**config.mk**
```make
export PLATFORM = sky130hd
export DESIGN_NAME = dac_code_regs
export DESIGN_NICKNAME = d
export VERILOG_FILES = /design/src/rtl/dac_regs_pkg.sv /design/src/rtl/dac_addr_decode.sv /design/src/rtl/dac_channel_reg.sv /design/src/rtl/dac_readback_mux.sv /design/src/rtl/dac_code_regs.sv
export SDC_FILE = /design/constraint.sdc
export NUM_CORES = 1
export LEC_CHECK = 0
export BUFFER_PORTS_ARGS = -buffer_cell sky130_fd_sc_hd__clkbuf_2
export CAP_MARGIN = 20
export CORE_UTILIZATION = 50
export DETAILED_ROUTE_END_ITERATION = 6
export GPL_ROUTABILITY_DRIVEN = 0
export PLACE_DENSITY_LB_ADDON = 0.3
export SLEW_MARGIN = 20
export SYNTH_ARGS = -nofsm -noshare
export SYNTH_HDL_FRONTEND = slang
export SYNTH_SLANG_ARGS = --single-unit
export TNS_END_PERCENT = 30
```
**constraint.sdc**
```tcl
create_clock -name clk -period 1.81 [get_ports clk]
set_clock_uncertainty 0.05 [all_clocks]
set_input_delay 0.2715 -clock clk [delete_from_list [all_inputs] [get_ports clk]]
set_output_delay 0.2715 -clock clk [all_outputs]
set_load 0.05 [all_outputs]
```
**src/rtl/dac_regs_pkg.sv**
```systemverilog
package dac_regs_pkg;

  // Which half of a channel code a decoded address selects
  typedef enum logic [0:0] {
    PART_UPPER = 1'b0,
    PART_LOWER = 1'b1
  } code_part_e;

  // Address of the upper part of channel ch
  function automatic int upper_addr(input int ch);
    return 2 * ch;
  endfunction

  // Address of the lower byte of channel ch
  function automatic int lower_addr(input int ch);
    return 2 * ch + 1;
  endfunction

endpackage

```
**src/rtl/dac_addr_decode.sv**
```systemverilog
module dac_addr_decode #(
  parameter int NUM_CH = 2,
  parameter int ADDR_W = 3
) (
  input  logic              bus_wr,
  input  logic [ADDR_W-1:0] bus_addr,
  output logic [NUM_CH-1:0] hi_we,
  output logic [NUM_CH-1:0] lo_we
);
  import dac_regs_pkg::*;

  for (genvar c = 0; c < NUM_CH; c++) begin : g_dec
    assign hi_we[c] = bus_wr && (bus_addr == ADDR_W'(upper_addr(c)));
    assign lo_we[c] = bus_wr && (bus_addr == ADDR_W'(lower_addr(c)));
  end

endmodule

```
**src/rtl/dac_channel_reg.sv**
```systemverilog
module dac_channel_reg #(
  parameter int CODE_W = 12,
  parameter int BUS_W  = 8,
  localparam int HI_W  = CODE_W - BUS_W
) (
  input  logic              clk,
  input  logic              rst_n,
  input  logic              hi_we,
  input  logic              lo_we,
  input  logic [BUS_W-1:0]  wdata,
  output logic [HI_W-1:0]   staged_hi,
  output logic [CODE_W-1:0] active_code
);

  // Join the staged upper part and a fresh lower byte into a full code
  function automatic logic [CODE_W-1:0] join_code(input logic [HI_W-1:0] hi,
                                                  input logic [BUS_W-1:0] lo);
    return {hi, lo};
  endfunction

  always_ff @(posedge clk or negedge rst_n) begin
    if (!rst_n) begin
      staged_hi   <= '0;
      active_code <= '0;
    end else begin
      if (hi_we) staged_hi <= wdata[HI_W-1:0];
      if (lo_we) active_code <= join_code(staged_hi, wdata);
    end
  end

endmodule

```
**src/rtl/dac_readback_mux.sv**
```systemverilog
module dac_readback_mux #(
  parameter int NUM_CH = 2,
  parameter int CODE_W = 12,
  parameter int BUS_W  = 8,
  parameter int ADDR_W = 3,
  localparam int HI_W  = CODE_W - BUS_W
) (
  input  logic [ADDR_W-1:0]        bus_addr,
  input  logic [NUM_CH*HI_W-1:0]   staged_flat,
  input  logic [NUM_CH*CODE_W-1:0] code_flat,
  output logic [BUS_W-1:0]         bus_rdata
);
  import dac_regs_pkg::*;

  always_comb begin
    bus_rdata = '0;
    for (int c = 0; c < NUM_CH; c++) begin
      if (bus_addr == ADDR_W'(upper_addr(c)))
        bus_rdata = BUS_W'(staged_flat[c*HI_W +: HI_W]);
      if (bus_addr == ADDR_W'(lower_addr(c)))
        bus_rdata = code_flat[c*CODE_W +: BUS_W];
    end
  end

endmodule

```
**src/rtl/dac_code_regs.sv**
```systemverilog
module dac_code_regs #(
  parameter int NUM_CH = 2,
  parameter int CODE_W = 12,
  parameter int BUS_W  = 8,
  parameter int ADDR_W = 3
) (
  input  logic                     clk,
  input  logic                     rst_n,
  input  logic                     bus_wr,
  input  logic [ADDR_W-1:0]        bus_addr,
  input  logic [BUS_W-1:0]         bus_wdata,
  output logic [BUS_W-1:0]         bus_rdata,
  output logic [NUM_CH*CODE_W-1:0] code_out
);
  localparam int HI_W = CODE_W - BUS_W;

  // Named internal events for the checker
  logic [NUM_CH-1:0]      hi_we;
  logic [NUM_CH-1:0]      lo_we;
  logic [NUM_CH*HI_W-1:0] staged_flat;

  dac_addr_decode #(.NUM_CH(NUM_CH), .ADDR_W(ADDR_W)) u_decode (
    .bus_wr  (bus_wr),
    .bus_addr(bus_addr),
    .hi_we   (hi_we),
    .lo_we   (lo_we)
  );

  for (genvar c = 0; c < NUM_CH; c++) begin : g_ch
    dac_channel_reg #(.CODE_W(CODE_W), .BUS_W(BUS_W)) u_chan (
      .clk        (clk),
      .rst_n      (rst_n),
      .hi_we      (hi_we[c]),
      .lo_we      (lo_we[c]),
      .wdata      (bus_wdata),
      .staged_hi  (staged_flat[c*HI_W +: HI_W]),
      .active_code(code_out[c*CODE_W +: CODE_W])
    );
  end

  dac_readback_mux #(.NUM_CH(NUM_CH), .CODE_W(CODE_W), .BUS_W(BUS_W),
                     .ADDR_W(ADDR_W)) u_rdmux (
    .bus_addr   (bus_addr),
    .staged_flat(staged_flat),
    .code_flat  (code_out),
    .bus_rdata  (bus_rdata)
  );

endmodule

```
==> results of run 1 <==
worst max-delay path, delay by kind of cell (launching register included):
| kind | cells | cell delay, ps |
|---|---|---|
| flops | 1 | 400 |
| buf+inv | 1 | 310 |
| compound gates | 1 | 170 |
| mux | 1 | 80 |
area by class of cell:
class / instances / area (µm²) / share of cell area (%)
Sequential cell: 32 / 801 / 43.0
Multi-Input combinational cell: 58 / 682 / 36.6
Timing Repair Buffer: 50 / 265 / 14.2
Clock buffer: 6 / 41.3 / 2.22
Tap cell: 31 / 38.8 / 2.08
Clock inverter: 2 / 35.0 / 1.88
synth_stat cells:
master | instances | share of area [%]
and4bb_1 | 1 | 0.82
and4bb_4 | 1 | 1.1
buf_4 | 2 | 0.99
buf_6 | 2 | 1.5
clkbuf_1 | 1 | 0.25
dfrtp_1 | 32 | 53
mux2_1 | 12 | 8.9
mux2_4 | 20 | 20
mux2i_1 | 12 | 7.9
nand2b_1 | 1 | 0.41
nand4b_2 | 1 | 0.99
nor2_1 | 4 | 0.99
nor4b_4 | 1 | 1.6
o22ai_1 | 4 | 1.6
or2_1 | 1 | 0.41
layout by cell type (no fill, tap or decap), types with 3 or more instances in the layout:
master and count:
clkbuf_2 45, dfrtp_1 32, mux2_4 20, mux2i_1 12, mux2_1 12, clkbuf_4 5, nor2_1 4, buf_4 4
o22ai_1 3
layer usage:
metal | vias to the layer above | global-route usage (%)
li1 | 448 | -
met1 | 485 | 25.1
met2 | 36 | 32.8
met3 | 6 | 7.71
met4 | 0 | 6.27
met5 | - | 0
metrics by stage:
step	util [%]	cell area [µm²]	setup WS (ps)	TNS, ps	std cells
floorplan	-	1520	-76.6	-211	95
global placement	63.3	1780	214	0	170
detailed placement	63.3	1780	195	0	170
CTS	66.4	1860	191	0	179
global route	66.4	1860	109	0	179
finish	66.4	1860	194	0	179
sequential cells by signal (all words and copies together), names as in the netlist:
register                 count
g_ch.u_chan.active_code     24
g_ch.u_chan.staged_hi        8
worst paths after layout:
| check | startpoint | to | slack, ps | cells past startpoint |
|---|---|---|---|---|
| worst min register to register | g_ch[1].u_chan.active_code[11] | g_ch[1].u_chan.active_code[11] | 460 | 1 |
| max in group asynchronous | rst_n | g_ch[1].u_chan.active_code[9] | 730 | 2 |
| worst max register to register | g_ch[1].u_chan.active_code[0] | g_ch[1].u_chan.active_code[0] | 950 | 1 |
| worst max-delay path | g_ch[0].u_chan.active_code[3] | bus_rdata[3] | 190 | 3 |
| worst min-delay path | bus_wdata[5] | g_ch[0].u_chan.active_code[5] | 130 | 2 |
| min in group asynchronous | rst_n | g_ch[0].u_chan.active_code[6] | 490 | 2 |
report_power, final:
group	leakage [nW]	switching, W	internal, W
Clock	0.0422	0.000238	0.000289
Sequential	0.386	0.000133	0.000898
Combinational	0.544	0.000779	0.000354
Total	0.972	0.00115	0.00154
logic make-up after synthesis:
| kind of cell | count (synthesis) | synth area share [%] |
|---|---|---|
| mux | 44 | 36.6 |
| flops | 32 | 52.8 |
| simple gates | 10 | 6.27 |
| buf+inv | 5 | 2.72 |
| compound gates | 4 | 1.65 |
==> results.md, run 1 <==
Critical path:
- Traced cell by cell, the critical path runs through mux2i_1, o22ai_1, clkbuf_2.
- The standard cell with the maximum stage delay on the critical path is dfrtp_1.
- The largest fanout on the critical path is 3.
- By startpoint and endpoint, the worst setup path is classified as flop to output pin.
- Data arrives at the worst endpoint at 1290 ps.
- STA classifies the critical path endpoint as an output pin.
- For the worst setup path, the data required time is about 1500 ps.
- The largest stage delay on the critical path is roughly 400 ps.
- STA classifies the critical path startpoint as a flop.

Status:
- The flow ran to the end, but the final reports show violations.
- The final reports fail on DRC.

Pwr:
- The design draws about 0.0027 W.
- Dividing total power by cell area gives a power density of 1440 mW/mm².
- The maximum vdd ir drop is a little over 0.9 mV.
- The cell leakage power is 0.972 nW.

Floorplanning:
- The die footprint is 0.00326 mm².
- The starting density of the core is a little over half.
- Row generation in the floorplan step produced 19 rows.
- The die height is between 50 and 60 µm.
- The area of the core region is 0.00281 mm².
- The overall die width is about 57 µm.
- For this design the top-level I/O count stands at 46.

Drt:
- After detailed routing, the average wire length per cell comes to between 15 and 20 µm.
- The amount of wire on met2 after detailed routing is between 1000 and 1500 µm.
- The first-pass detailed-route iteration total is 6.
- The via density per instance is around 5.4.
- The total detailed-routing wirelength is 2870 µm.
- The via total after detailed routing is slightly below 1k.
- After detailed routing, no signal wire sits above met4.
- In this run, the number of DRC markers left after iteration 0 of detailed routing was 32.
- In the routed design, unresolved DRC markers number 13.
- In the final routing, the length of wire on met1 measures roughly 1300 µm.
- The number of nets still failing antenna checks after routing is 0.
- In the detailed route, the total length drawn on met3 is between 150 and 200 µm.

Synth:
- The register area share after synthesis is 52.8%.
- The number of nets handed over by synthesis was ~110.
- The count of different cell masters after synthesis is 15.
- The average cell area after synthesis is ~16 µm².
- The register bit total from synthesis is 32.
- The total number of yosys warnings is 0.
- The count of mapped cells out of synthesis is 95.
- The mapped netlist covers ~0.0015 mm².

Clock tree:
- The CTS H-tree depth is 2.
- The count of hold-fix buffers inserted at cts is 1.
- The cell sitting at the root of the clock tree is a clkbuf_4.
- The number of clock buffers added by TritonCTS is 5.
- After clock tree synthesis, the clock-pin slew on the worst setup and hold paths is roughly 100 ps.
- The number of clock sinks is 32.
- The number of cells upsized or downsized after cts is 0.
- The number of buffers between clock root and the deepest sink is 2.
- The number of setup buffers added after CTS is 0.
- The clock latency on the worst-skew pair is 340 ps.
- The TritonCTS clock tree is done.

GRT:
- The number of global-route vias before repair was 997.
- The global-route wire length before repair is 4720 µm.
- The largest net degree at the start of global routing is 33.
- The number of antenna violations at the first check in global routing is 0.
- The total congestion overflow is 0.
- Global routing used about a fifth of the available tracks across all layers.

Timing:
- The worst pin sits at a relative slew slack of between 40% and 50%.
- Derived from the worst setup path, the maximum achievable clock frequency is 619 MHz.
- The share of the clock period used by the worst path is roughly nine tenths.
- The tightest hold path in the finished design has a slack of ~130 ps.
- The count of pins over their slew limit came to 0.
- The worst path needs ~1600 ps of the cycle, external delays included.
- The total count of hold-check failures in the final report is 0.
- Setup repair after global routing left no endpoint under its margin.
- The total of endpoints with negative setup slack in the final report is 0.
- The transition time at the pin with the least slew margin is 764 ps.

Hold path:
- The classification of the worst-slack hold path is input port to flop.

Cells and area:
- The repair_antennas step left the layout with diodes totalling 0.
- The layout-stage area growth over the synthesis result is 22.8%.
- The net count of the finished layout is 161.
- The fraction of layout instances using a drive strength above 1 is a little over half.
- The layout has 220 filler cells.

Place:
- Summed over all nets, the half-perimeter wirelength after detailed placement is slightly above 2000 µm.
- During placement, the flow inserted port buffers numbering 45.

Job:
- The total of max-cap violations is 0.
(Power assumes the default switching activity.)
==> inputs of run 2 (changes only) <==
- clock period: 1.81 -> 1.8 ns (I/O delays scaled with it)
==> results.md, run 2 (synthesis results as in run 1) <==
Cells and area:
- The commonest non-fill, non-tap cell in the layout is clkbuf_2 (unchanged).
- The number of standard cells in the layout, taps in and fillers out is 179 (unchanged).
- The post-layout utilization of the core came to 66.2% (was 66.4%).
- Highest-count cells in the layout ignoring fill and taps: clkbuf_2 (45), dfrtp_1 (32), mux2_4 (20), mux2i_1 (12), mux2_1 (12) (unchanged).
- The net count reported at finish is 161 (unchanged).
- The fraction of layout instances using a drive strength above 1 is 53.4% (was 54.1%).
- The layout-stage area growth over the synthesis result came to 22.4% (was 22.8%).
- Top Registers: g_ch.u_chan.active_code x24, g_ch.u_chan.staged_hi x8 (unchanged).
- The flip-flop count of the largest register after layout is 24 (unchanged).
- The top register by number of flip-flops is g_ch.u_chan.active_code (unchanged).
- The count of antenna diodes in the layout came to 0 (unchanged).

Hold path:
- The sink of the worst hold path is g_ch[0].u_chan.active_code[6] (was g_ch[0].u_chan.active_code[5]).
- The start point of the worst hold path was bus_wdata[6] (was bus_wdata[5]).
- The classification of the worst-slack hold path is input port to flop (unchanged).
- The instance count along the most critical hold path is 2 (unchanged).

Clock tree:
- The CTS H-tree depth is 2 (unchanged).
- The number of buffers between clock root and the deepest sink was 2 (unchanged).
- The clock-pin slew on the worst setup and hold paths is 100 ps (about the same).
- The clock latency on the worst-skew pair came to 320 ps (was 340 ps).
- The number of cells upsized or downsized after cts was 0 (unchanged).
- The number of buffers created by CTS is 5 (unchanged).
- The root buffer cell is clkbuf_4 (unchanged).
- The number of clock sinks was 32 (unchanged).
- The TritonCTS clock tree is done (unchanged).
- The number of setup buffers added after CTS is 0 (unchanged).
- The count of hold-fix buffers inserted at cts came to 1 (unchanged).

Critical path:
- The number of cells on the worst reg-to-reg path was 1 (unchanged).
- The register-to-register setup slack was 940 ps (was 950 ps).
- The startpoint class of the critical path is a flop (unchanged).
- The category of the critical setup timing path was flop to output pin (unchanged).
- The critical path endpoint category is an output pin (unchanged).
- The required time at the worst-slack endpoint came to 1480 ps (was 1490 ps).
- The end of the worst register-to-register path was g_ch[1].u_chan.staged_hi[1] (was g_ch[1].u_chan.active_code[0]).
- The startpoint of the lowest-slack register-to-register path is g_ch[1].u_chan.staged_hi[1] (was g_ch[1].u_chan.active_code[0]).
- The largest fanout on the critical path is 3 (unchanged).
- The critical path arrival was 1330 ps (was 1290 ps).

Drt:
- The via total after detailed routing is 977 (was 975).
- The initial detailed-routing violation count is 41 (was 32).
- The average detailed-routed wire length per instance came to 16.4 µm (was 16.0 µm).
- The via density per instance was 5.46 (was 5.45).
- The first-pass detailed-route iteration total was 6 (unchanged).
- The number of nets still failing antenna checks after routing is 0 (unchanged).
- The post-detailed-route DRC marker count was 13 (unchanged).
- The total detailed-routing wirelength is 2930 µm (was 2870 µm).

Pwr:
- The cell leakage power is 0.967 nW (was 0.972 nW).
- The power density normalized to cell area was 1400 mW/mm² (was 1440 mW/mm²).
- The maximum vdd ir drop is 0.634 mV (was 0.927 mV).
- The total power was 0.00260 W (was 0.00269 W).

Job:
- The total of max-cap violations is 0 (unchanged).

Floorplanning:
- The die height was 57.1 µm (unchanged).
- The die footprint is 0.00326 mm² (unchanged).
- The area of the core region was 0.00281 mm² (unchanged).
- The number of placement rows is 19 (unchanged).
- The total I/O pin count is 46 (unchanged).
- The overall die width is 57.1 µm (unchanged).
- The starting density of the core was 54.1% (unchanged).

Timing:
- The transition time at the pin with the least slew margin is 401 ps (was 764 ps).
- The total of endpoints with negative setup slack in the final report came to 0 (unchanged).
- Dividing the final minimum period by the clock period gives ~90%.
- The total count of hold-check failures in the final report is 0 (unchanged).
- The highest clock rate is between 600 and 700 MHz.
- The count of pins over their slew limit is 0 (unchanged).
- Setup repair after global routing missed its margin: false (unchanged).
- The setup TNS came to 0 ps (unchanged).
- The remaining max-slew budget at the tightest pin is 73.3% (was 49.1%).
- The smallest setup slack after layout is 149 ps (was 194 ps).
- The final critical path time including I/O delays and setup is between 1500 and 2000 ps.

GRT:
- The global-route wire length before repair is 4880 µm (was 4720 µm).
- The total global routing track utilization came to 20.5% (was 20.2%).
- The number of global-route vias before repair is 986 (was 997).
- The number of antenna violations at the first check in global routing is 0 (unchanged).
- The largest net degree at the start of global routing is 33 (unchanged).
- The total congestion overflow is 0 (unchanged).

Status:
- Failing checks: DRC (unchanged).
- Run status: finished, violations left (unchanged).

Place:
- The placed wire-length estimate is 2070 µm (was 2040 µm).
- The worst setup slack after placement came to 191 ps (was 195 ps).
- The port buffer count is 45 (unchanged).
- The total placed cells including tap cells was 170 (unchanged).
## run 2: changes by cell type in the layout (fill, tap and decap cells not counted)
cell,delta
buf_12,+1
buf_4,-1
bufinv_16,-1
clkbuf_1,+1
clkbuf_8,+1
clkinv_2,-1
## run 2: cell type report
cell class                 instances  area [µm²]
multi-input combinational         58         682
timing repair buffer              50         278
tap                               31        38.8
sequential                        32         801
clock buffer                       8        58.8
fill                             216         947
## run 2: through the flow
| stage | area, µm² | hold slack [ps] |
|---|---|---|
| 6_report | 1860 | 133 |
| 5_1_grt | 1860 | 108 |
| 4_1_cts | 1860 | 113 |
| 3_5_place_dp | 1790 | 263 |
| 3_3_place_gp | 1790 | 255 |
| 2_1_floorplan | 1520 | -75.6 |
## run 2: layer usage
| layer | global-route usage, % | vias up | routed length (µm) |
|---|---|---|---|
| met5 | 0 | - | 0 |
| li1 | - | 455 | - |
| met4 | 8.36 | 0 | 63 |
| met1 | 28.3 | 476 | 1370 |
| met2 | 30.1 | 38 | 1310 |
| met3 | 6.80 | 8 | 182 |
## run 2: power breakdown
part           switching, W  internal, W
sequential         0.000137     0.000903
clock              0.000229     0.000193
combinational      0.000780     0.000359
total               0.00115      0.00145
## run 2: worst max-delay path by stage
stage	start	end	slack, ps	depth (start not counted)
CTS	g_ch[1].u_chan.active_code[2]	bus_rdata[2]	120	3
global placement	bus_addr[1]	bus_rdata[1]	220	5
finish	g_ch[1].u_chan.active_code[2]	bus_rdata[2]	150	3
floorplan	g_ch[1].u_chan.active_code[2]	bus_rdata[2]	-90	2
global route	g_ch[1].u_chan.active_code[2]	bus_rdata[2]	80	3
detailed placement	bus_addr[1]	bus_rdata[1]	190	5
## run 2: critical path: stages, from the launching register on
cell      delay (ps)
dfrtp_1          410
mux2i_1          100
o22ai_1          190
clkbuf_2         320
